--- src/rtl/nand_rd_pkg.sv ---
package nand_rd_pkg;

    localparam int COL_W      = 8;
    localparam int ROW_W      = 16;
    localparam int OFF_W      = 10;
    localparam int ADDR_BYTES = 3;

    localparam logic [OFF_W-1:0] PAGE_LAST  = 10'd527;
    localparam logic [OFF_W-1:0] SPARE_BASE = 10'd512;

    localparam logic [7:0] OP_MAIN_LO = 8'h00;
    localparam logic [7:0] OP_MAIN_HI = 8'h01;
    localparam logic [7:0] OP_SPARE   = 8'h50;

    typedef enum logic [1:0] {
        RG_MAIN_LO = 2'd0,
        RG_MAIN_HI = 2'd1,
        RG_SPARE   = 2'd2
    } region_e;

    typedef enum logic [2:0] {
        ST_IDLE,
        ST_CMD,
        ST_ADDR,
        ST_WAIT,
        ST_READ
    } seq_e;

    typedef enum logic [1:0] {
        SP_IDLE,
        SP_LOW,
        SP_HIGH
    } strobe_e;

    typedef enum logic [1:0] {
        WB_IDLE,
        WB_SEEK_LOW,
        WB_SEEK_HIGH
    } rbwait_e;

    function automatic region_e norm_region(input logic [1:0] code);
        case (code)
            2'd0:    return RG_MAIN_LO;
            2'd1:    return RG_MAIN_HI;
            default: return RG_SPARE;
        endcase
    endfunction

    function automatic logic [7:0] op_of(input region_e rg);
        case (rg)
            RG_MAIN_LO: return OP_MAIN_LO;
            RG_MAIN_HI: return OP_MAIN_HI;
            default:    return OP_SPARE;
        endcase
    endfunction

    function automatic logic [OFF_W-1:0] first_off(input region_e rg, input logic [COL_W-1:0] col);
        case (rg)
            RG_MAIN_LO: return {2'b00, col};
            RG_MAIN_HI: return {2'b01, col};
            default:    return SPARE_BASE | {6'd0, col[3:0]};
        endcase
    endfunction

    function automatic logic [OFF_W-1:0] wrap_off(input region_e rg);
        return (rg == RG_SPARE) ? SPARE_BASE : '0;
    endfunction

endpackage

--- src/rtl/nand_rd_strobe.sv ---
module nand_rd_strobe
    import nand_rd_pkg::*;
#(
    parameter int TW_W = 4
) (
    input  logic            clk,
    input  logic            rst,
    input  logic            go,
    input  logic [TW_W-1:0] low_cyc,
    input  logic [TW_W-1:0] high_cyc,
    output logic            re_n,
    output logic            sample,
    output logic            busy
);
    strobe_e         ph;
    logic [TW_W-1:0] cnt;

    function automatic logic [TW_W-1:0] span(input logic [TW_W-1:0] n);
        return (n == '0) ? '0 : n - 1'b1;
    endfunction

    always_ff @(posedge clk) begin
        if (rst) begin
            ph   <= SP_IDLE;
            re_n <= 1'b1;
            cnt  <= '0;
        end else begin
            case (ph)
                SP_IDLE: if (go) begin
                    ph   <= SP_LOW;
                    re_n <= 1'b0;
                    cnt  <= span(low_cyc);
                end
                SP_LOW: if (cnt == '0) begin
                    ph   <= SP_HIGH;
                    re_n <= 1'b1;
                    cnt  <= span(high_cyc);
                end else begin
                    cnt <= cnt - 1'b1;
                end
                SP_HIGH: if (cnt == '0) begin
                    ph <= SP_IDLE;
                end else begin
                    cnt <= cnt - 1'b1;
                end
                default: ph <= SP_IDLE;
            endcase
        end
    end

    assign sample = (ph == SP_LOW) && (cnt == '0);
    assign busy   = (ph != SP_IDLE);
endmodule

--- src/rtl/nand_rd_rbwait.sv ---
module nand_rd_rbwait
    import nand_rd_pkg::*;
#(
    parameter int TMO_W = 16
) (
    input  logic             clk,
    input  logic             rst,
    input  logic             go,
    input  logic             rb,
    input  logic [TMO_W-1:0] limit,
    output logic             done,
    output logic             expired
);
    rbwait_e          ph;
    logic [TMO_W-1:0] cnt;

    assign done    = (ph == WB_SEEK_HIGH) && rb;
    assign expired = (ph != WB_IDLE) && !done && (cnt >= limit);

    always_ff @(posedge clk) begin
        if (rst) begin
            ph  <= WB_IDLE;
            cnt <= '0;
        end else begin
            case (ph)
                WB_IDLE: if (go) begin
                    ph  <= WB_SEEK_LOW;
                    cnt <= '0;
                end
                WB_SEEK_LOW, WB_SEEK_HIGH: begin
                    if (done || expired) begin
                        ph <= WB_IDLE;
                    end else begin
                        cnt <= cnt + 1'b1;
                        if (ph == WB_SEEK_LOW && !rb) ph <= WB_SEEK_HIGH;
                    end
                end
                default: ph <= WB_IDLE;
            endcase
        end
    end
endmodule

--- src/rtl/nand_rd_ctrl.sv ---
module nand_rd_ctrl
    import nand_rd_pkg::*;
#(
    parameter int LEN_W = 16,
    parameter int TW_W  = 4,
    parameter int TMO_W = 16
) (
    input  logic             clk,
    input  logic             rst,
    input  logic             req_valid,
    output logic             req_ready,
    input  logic [1:0]       req_region,
    input  logic [7:0]       req_col,
    input  logic [15:0]      req_row,
    input  logic [LEN_W-1:0] req_len,
    input  logic [TW_W-1:0]  cfg_re_low,
    input  logic [TW_W-1:0]  cfg_re_high,
    input  logic [TMO_W-1:0] cfg_timeout,
    output logic             out_valid,
    input  logic             out_ready,
    output logic [7:0]       out_data,
    output logic             err_timeout,
    output logic             nand_ce_n,
    output logic             nand_cle,
    output logic             nand_ale,
    output logic             nand_we_n,
    output logic             nand_re_n,
    output logic [7:0]       nand_io_out,
    output logic             nand_io_oe,
    input  logic [7:0]       nand_io_in,
    input  logic             nand_rb
);
    localparam logic [LEN_W-1:0] LEN_ONE   = LEN_W'(1);
    localparam logic [1:0]       ADDR_LAST = 2'(ADDR_BYTES - 1);

    seq_e             st;
    region_e          ptr;
    region_e          cur_rg;
    region_e          req_rg;
    logic [ROW_W-1:0] row_q;
    logic [COL_W-1:0] col_q;
    logic [OFF_W-1:0] off;
    logic [LEN_W-1:0] left;
    logic             half;
    logic [1:0]       aidx;
    logic             page_end;
    logic             re_go, re_sample, re_busy;
    logic             wt_go, wt_done, wt_expired;

    assign req_rg    = norm_region(req_region);
    assign req_ready = (st == ST_IDLE);
    assign page_end  = (off == PAGE_LAST);
    assign re_go     = (st == ST_READ) && !re_busy && !out_valid && (left != '0);
    assign wt_go     = (st == ST_ADDR && half && aidx == ADDR_LAST)
                     || (re_sample && page_end && left != LEN_ONE);

    nand_rd_strobe #(.TW_W(TW_W)) u_strobe (
        .clk      (clk),
        .rst      (rst),
        .go       (re_go),
        .low_cyc  (cfg_re_low),
        .high_cyc (cfg_re_high),
        .re_n     (nand_re_n),
        .sample   (re_sample),
        .busy     (re_busy)
    );

    nand_rd_rbwait #(.TMO_W(TMO_W)) u_rbwait (
        .clk     (clk),
        .rst     (rst),
        .go      (wt_go),
        .rb      (nand_rb),
        .limit   (cfg_timeout),
        .done    (wt_done),
        .expired (wt_expired)
    );

    always_ff @(posedge clk) begin
        if (rst) begin
            st          <= ST_IDLE;
            ptr         <= RG_MAIN_LO;
            cur_rg      <= RG_MAIN_LO;
            row_q       <= '0;
            col_q       <= '0;
            off         <= '0;
            left        <= '0;
            half        <= 1'b0;
            aidx        <= '0;
            nand_ce_n   <= 1'b1;
            nand_cle    <= 1'b0;
            nand_ale    <= 1'b0;
            nand_we_n   <= 1'b1;
            nand_io_out <= '0;
            nand_io_oe  <= 1'b0;
            err_timeout <= 1'b0;
            out_valid   <= 1'b0;
            out_data    <= '0;
        end else begin
            if (re_sample) begin
                out_valid <= 1'b1;
                out_data  <= nand_io_in;
            end else if (out_ready) begin
                out_valid <= 1'b0;
            end

            case (st)
                ST_IDLE: if (req_valid) begin
                    err_timeout <= 1'b0;
                    cur_rg      <= req_rg;
                    row_q       <= req_row;
                    col_q       <= req_col;
                    left        <= req_len;
                    off         <= first_off(req_rg, req_col);
                    ptr         <= (req_rg == RG_MAIN_HI) ? RG_MAIN_LO : req_rg;
                    nand_ce_n   <= 1'b0;
                    nand_io_oe  <= 1'b1;
                    nand_we_n   <= 1'b0;
                    half        <= 1'b0;
                    aidx        <= '0;
                    if (req_rg != ptr) begin
                        st          <= ST_CMD;
                        nand_cle    <= 1'b1;
                        nand_io_out <= op_of(req_rg);
                    end else begin
                        st          <= ST_ADDR;
                        nand_ale    <= 1'b1;
                        nand_io_out <= req_col;
                    end
                end
                ST_CMD: if (!half) begin
                    nand_we_n <= 1'b1;
                    half      <= 1'b1;
                end else begin
                    nand_cle    <= 1'b0;
                    nand_ale    <= 1'b1;
                    nand_we_n   <= 1'b0;
                    nand_io_out <= col_q;
                    half        <= 1'b0;
                    st          <= ST_ADDR;
                end
                ST_ADDR: if (!half) begin
                    nand_we_n <= 1'b1;
                    half      <= 1'b1;
                end else if (aidx == ADDR_LAST) begin
                    nand_ale   <= 1'b0;
                    nand_io_oe <= 1'b0;
                    st         <= ST_WAIT;
                end else begin
                    aidx        <= aidx + 1'b1;
                    nand_we_n   <= 1'b0;
                    half        <= 1'b0;
                    nand_io_out <= (aidx == '0) ? row_q[7:0] : row_q[15:8];
                end
                ST_WAIT: if (wt_done) begin
                    st <= ST_READ;
                end else if (wt_expired) begin
                    err_timeout <= 1'b1;
                    nand_ce_n   <= 1'b1;
                    st          <= ST_IDLE;
                end
                ST_READ: if (re_sample) begin
                    left <= left - 1'b1;
                    if (page_end) begin
                        off   <= wrap_off(cur_rg);
                        row_q <= row_q + 1'b1;
                        if (left != LEN_ONE) st <= ST_WAIT;
                    end else begin
                        off <= off + 1'b1;
                    end
                end else if (left == '0 && !re_busy) begin
                    nand_ce_n <= 1'b1;
                    st        <= ST_IDLE;
                end
                default: st <= ST_IDLE;
            endcase
        end
    end
endmodule

--- config.mk ---
export PLATFORM = sky130hd
export DESIGN_NAME = nand_rd_ctrl
export DESIGN_NICKNAME = d
export VERILOG_FILES = /design/src/rtl/nand_rd_pkg.sv /design/src/rtl/nand_rd_strobe.sv /design/src/rtl/nand_rd_rbwait.sv /design/src/rtl/nand_rd_ctrl.sv
export SDC_FILE = /design/constraint.sdc
export NUM_CORES = 1
export LEC_CHECK = 0
export CORE_AREA = 2 2 119 121
export CTS_CLUSTER_SIZE = 20
export DETAILED_ROUTE_END_ITERATION = 6
export DIE_AREA = 0 0 121 123
export DONT_BUFFER_PORTS = 1
export PLACE_DENSITY = 0.64
export SYNTH_ARGS = -nofsm -noshare
export SYNTH_HDL_FRONTEND = slang
export SYNTH_SLANG_ARGS = --single-unit
--- constraint.sdc ---
create_clock -name clk -period 4.4 [get_ports clk]
set_input_delay 0.66 -clock clk [delete_from_list [all_inputs] [get_ports clk]]
set_output_delay 0.66 -clock clk [all_outputs]
set_load 0.01 [all_outputs]
==> impl_metrics.yaml <==
outcome:
  status: "finished clean"
sta:
  min_period_ns: 3.492
  grt_setup_unrepaired: "no"
  max_freq_mhz: 286.4
  finalCritPeriodShare_pct: 79.36
  fin_setup_tns_ns: 0
  hold_viol: 0
  finClkSkew_ns: 0.01012
  slew_headroom_pct: 5.421
  fin_hold_ws_ns: 0.3642
  slew_violations: 0
  setup_viol: 0
  tightest_slew_ns: 1.400
die:
  core_um2: 13610
  initial_utilization_pct: 49.15
  die_x_um: 121
  die_height_um: 123
  dieArea_um2: 14880
  std_cell_rows: 43
  io_pins: 104
power_and_ir_drop:
  seq_power_share_pct: 38.9
  power_density_nw_per_um2: 515.0
  p_leak_nw: 2.549
  power.switching_w: 0.001475
  peakVddDrop_mv: 0.2289
  intPower_w: 0.002162
  combPwrFrac_pct: 36.2
  total_power_w: 0.003636
  pwr-share-clk_pct: 24.8
  netSwitchingFraction_pct: 40.55
place:
  routabilityCongestion: 0.8310
  dp_cells: 1006
  place_hpwl_mm: 12.39
  portBuffers: 0
flow_run:
  cap_viol_max_count: 0
synthesis:
  synth_area_per_cell_um2: 7.602
  syn-num-nets: 996
  seq_area_frac_synth_pct: 32.02
  synthTopCellsByArea: "dfxtp_1 (32%), ha_1 (6.9%), a21oi_1 (6.1%)"
  synth.ff_latch_count: 107
  synthArstFlopShare_pct: 0
  ys_warn_count: 0
  synthFlopType: "dfxtp_1"
  synth_top_cell_by_area: "dfxtp_1"
  synth_enable_flop_cells: 0
  synth_top_area_share_pct: 32.02
  synth_cells: 880
  synth.distinct_cells: 72
  syn_area_um2: 6690
layout:
  antenna_cells: 0
  stdcell_count: 1022
  utilization_pct: 51.87
  nets: 953
  drive_gt1_share_pct: 5.938
  syn_to_final_growth_pct: 5.536
clock_network:
  clock-sinks: 107
  htree_num_levels: 3
  cts_buffers: 9
  clock_tree.buffer_depth: 2
  cts_tree: "yes"
  cts_hold_buffers: 0
  clk-insertion-delay-late_ns: 0.36
  clock-root-buffer: "clkbuf_16"
  clkTransAtPathRegs_ns: 0.07
  cts_resized: 0
  postCtsSetupBuffers: 0
grt:
  use_met3_pct: 4.474
  grt_start_max_net_pins: 115
  met1_usage_pct: 34.12
  grt.total_usage_pct: 24.39
  grtUsageMet2_pct: 37.46
  grt_overflow: 0
  grt_pass1_wl_mm: 29.41
  grt_antenna_before_repair: 0
  busiest_layer: "met2"
  first_global_vias: 5869
route:
  final_antenna_net_count: 0
  drc: 0
  drt-initial-drc-count: 679
  routed_wirelength_mm: 18.25
  routedWlPerCell_um: 17.86
  drt_pass1_iterations: 7
  drt-vias-per-instance: 6.348
  vias: 6488
setup_path:
  worstPathMaxFanout: 15
  cp.arrival_ns: 3.78
  cp.required_ns: 4.69
  critPathBufInv: 1
  cp-start-kind: "flip-flop"
  cp-end-kind: "flip-flop"
  cpLargestDelayFamily: "compound AO/OA/AOI/OAI gates"
  crit_chain: "inv_1 -> ha_1 -> nand2b_1 -> a2111oi_0 -> nand3b_1 -> a41oi_1 -> or4b_1 -> a31oi_1"
  slowest_delay_ns: 0.76
  crit_slowest_cell: "a2111oi_0"
  path_class: "reg2reg"
min_path:
  hp-class: "in2reg"
power groups by stage:
stage | combinational, W | clock (W) | sequential [W]
after floorplan | 0.00109 | 0 | 0.00134
after global placement | 0.00127 | 0 | 0.00142
after detailed placement | 0.00129 | 0 | 0.00143
after CTS | 0.00130 | 0.000917 | 0.00141
after global routing | 0.00147 | 0.000955 | 0.00145
final | 0.00132 | 0.000903 | 0.00142
final timing paths:
kind	startpoint	to	slack (ns)	depth (start not counted)
max	u_rbwait.cnt[0]$_SDFFE_PP0P_	u_rbwait.cnt[13]$_SDFFE_PP0P_	0.91	8
min	rst	out_data[0]$_SDFFE_PP0P_	0.36	1
max reg2reg	u_rbwait.cnt[0]$_SDFFE_PP0P_	u_rbwait.cnt[13]$_SDFFE_PP0P_	0.91	8
min reg2reg	cur_rg[0]$_SDFFE_PP0P_	cur_rg[0]$_SDFFE_PP0P_	0.45	2
cell families after synthesis:
kind of cell,share of synthesized area (%)
buf+inv,5.498
xor+xnor,0.6547
fa+ha+maj,6.920
flops,32.02
mux,1.908
simple gates,26.93
compound gates,26.07
metal layers:
layer	routed length, um	vias to the layer above
li1	-	3169
met1	8321	3063
met2	8311	235
met3	1304	21
met4	315	0
met5	0	-
Yosys cell counts (all sizes together) (7+ instances only):
library cell,count
a22oi,8
nand2,107
o22ai,7
o31ai,7
nand2b,12
a21oi,81
nor2,93
nor4,10
a31oi,16
nand4,21
and3,10
clkbuf,52
nand3b,7
or3,8
nor3b,13
o311ai,8
buf,8
nand3,21
dfxtp,107
inv,35
a211oi,21
nor3,28
ha,37
o21ai,46
worst register-to-register path, stage by stage (launching register included):
cell,delay (ns)
dfxtp_1,0.40
inv_1,0.09
ha_1,0.26
nand2b_1,0.13
a2111oi_0,0.76
nand3b_1,0.22
a41oi_1,0.61
or4b_1,0.75
a31oi_1,0.19
placed cells by master, fill, tap and decap left out, drive strengths merged, types with 10 or more instances in the layout:
cell,count
a21oi,81
a31oi,16
nor2,93
nand2b,12
and3,10
ha,37
o21ai,46
nand4,21
dfxtp,107
nor4,10
nand2,107
a211oi,21
nor3b,13
nor3,28
nand3,21
inv,37
metrics by stage:
stage	setup WS, ns	area (um2)
floorplan	1.901	6690
global placement	1.014	6736
detailed placement	0.9224	6736
CTS	1.072	7061
global route	0.7546	7061
finish	0.9081	7061
cell type report:
| cell class | instances | area, um2 |
|---|---|---|
| Clock buffer | 9 | 225.2 |
| Clock inverter | 7 | 98.84 |
| Fill cell | 1319 | 6551 |
| Inverter | 35 | 131.4 |
| Multi-Input combinational cell | 678 | 4193 |
| Sequential cell | 107 | 2142 |
| Tap cell | 180 | 225.2 |
| Timing Repair Buffer | 6 | 45.04 |
flip-flops by register name, indices dropped and copies added, names as in the netlist, 3 cells and up:
name / flops
nand_io_out: 8
col_q: 8
out_data: 8
left: 16
row_q: 16
off: 10
u_strobe.cnt: 4
st: 3
u_rbwait.cnt: 16
Power figures use the tool's default switching activity.
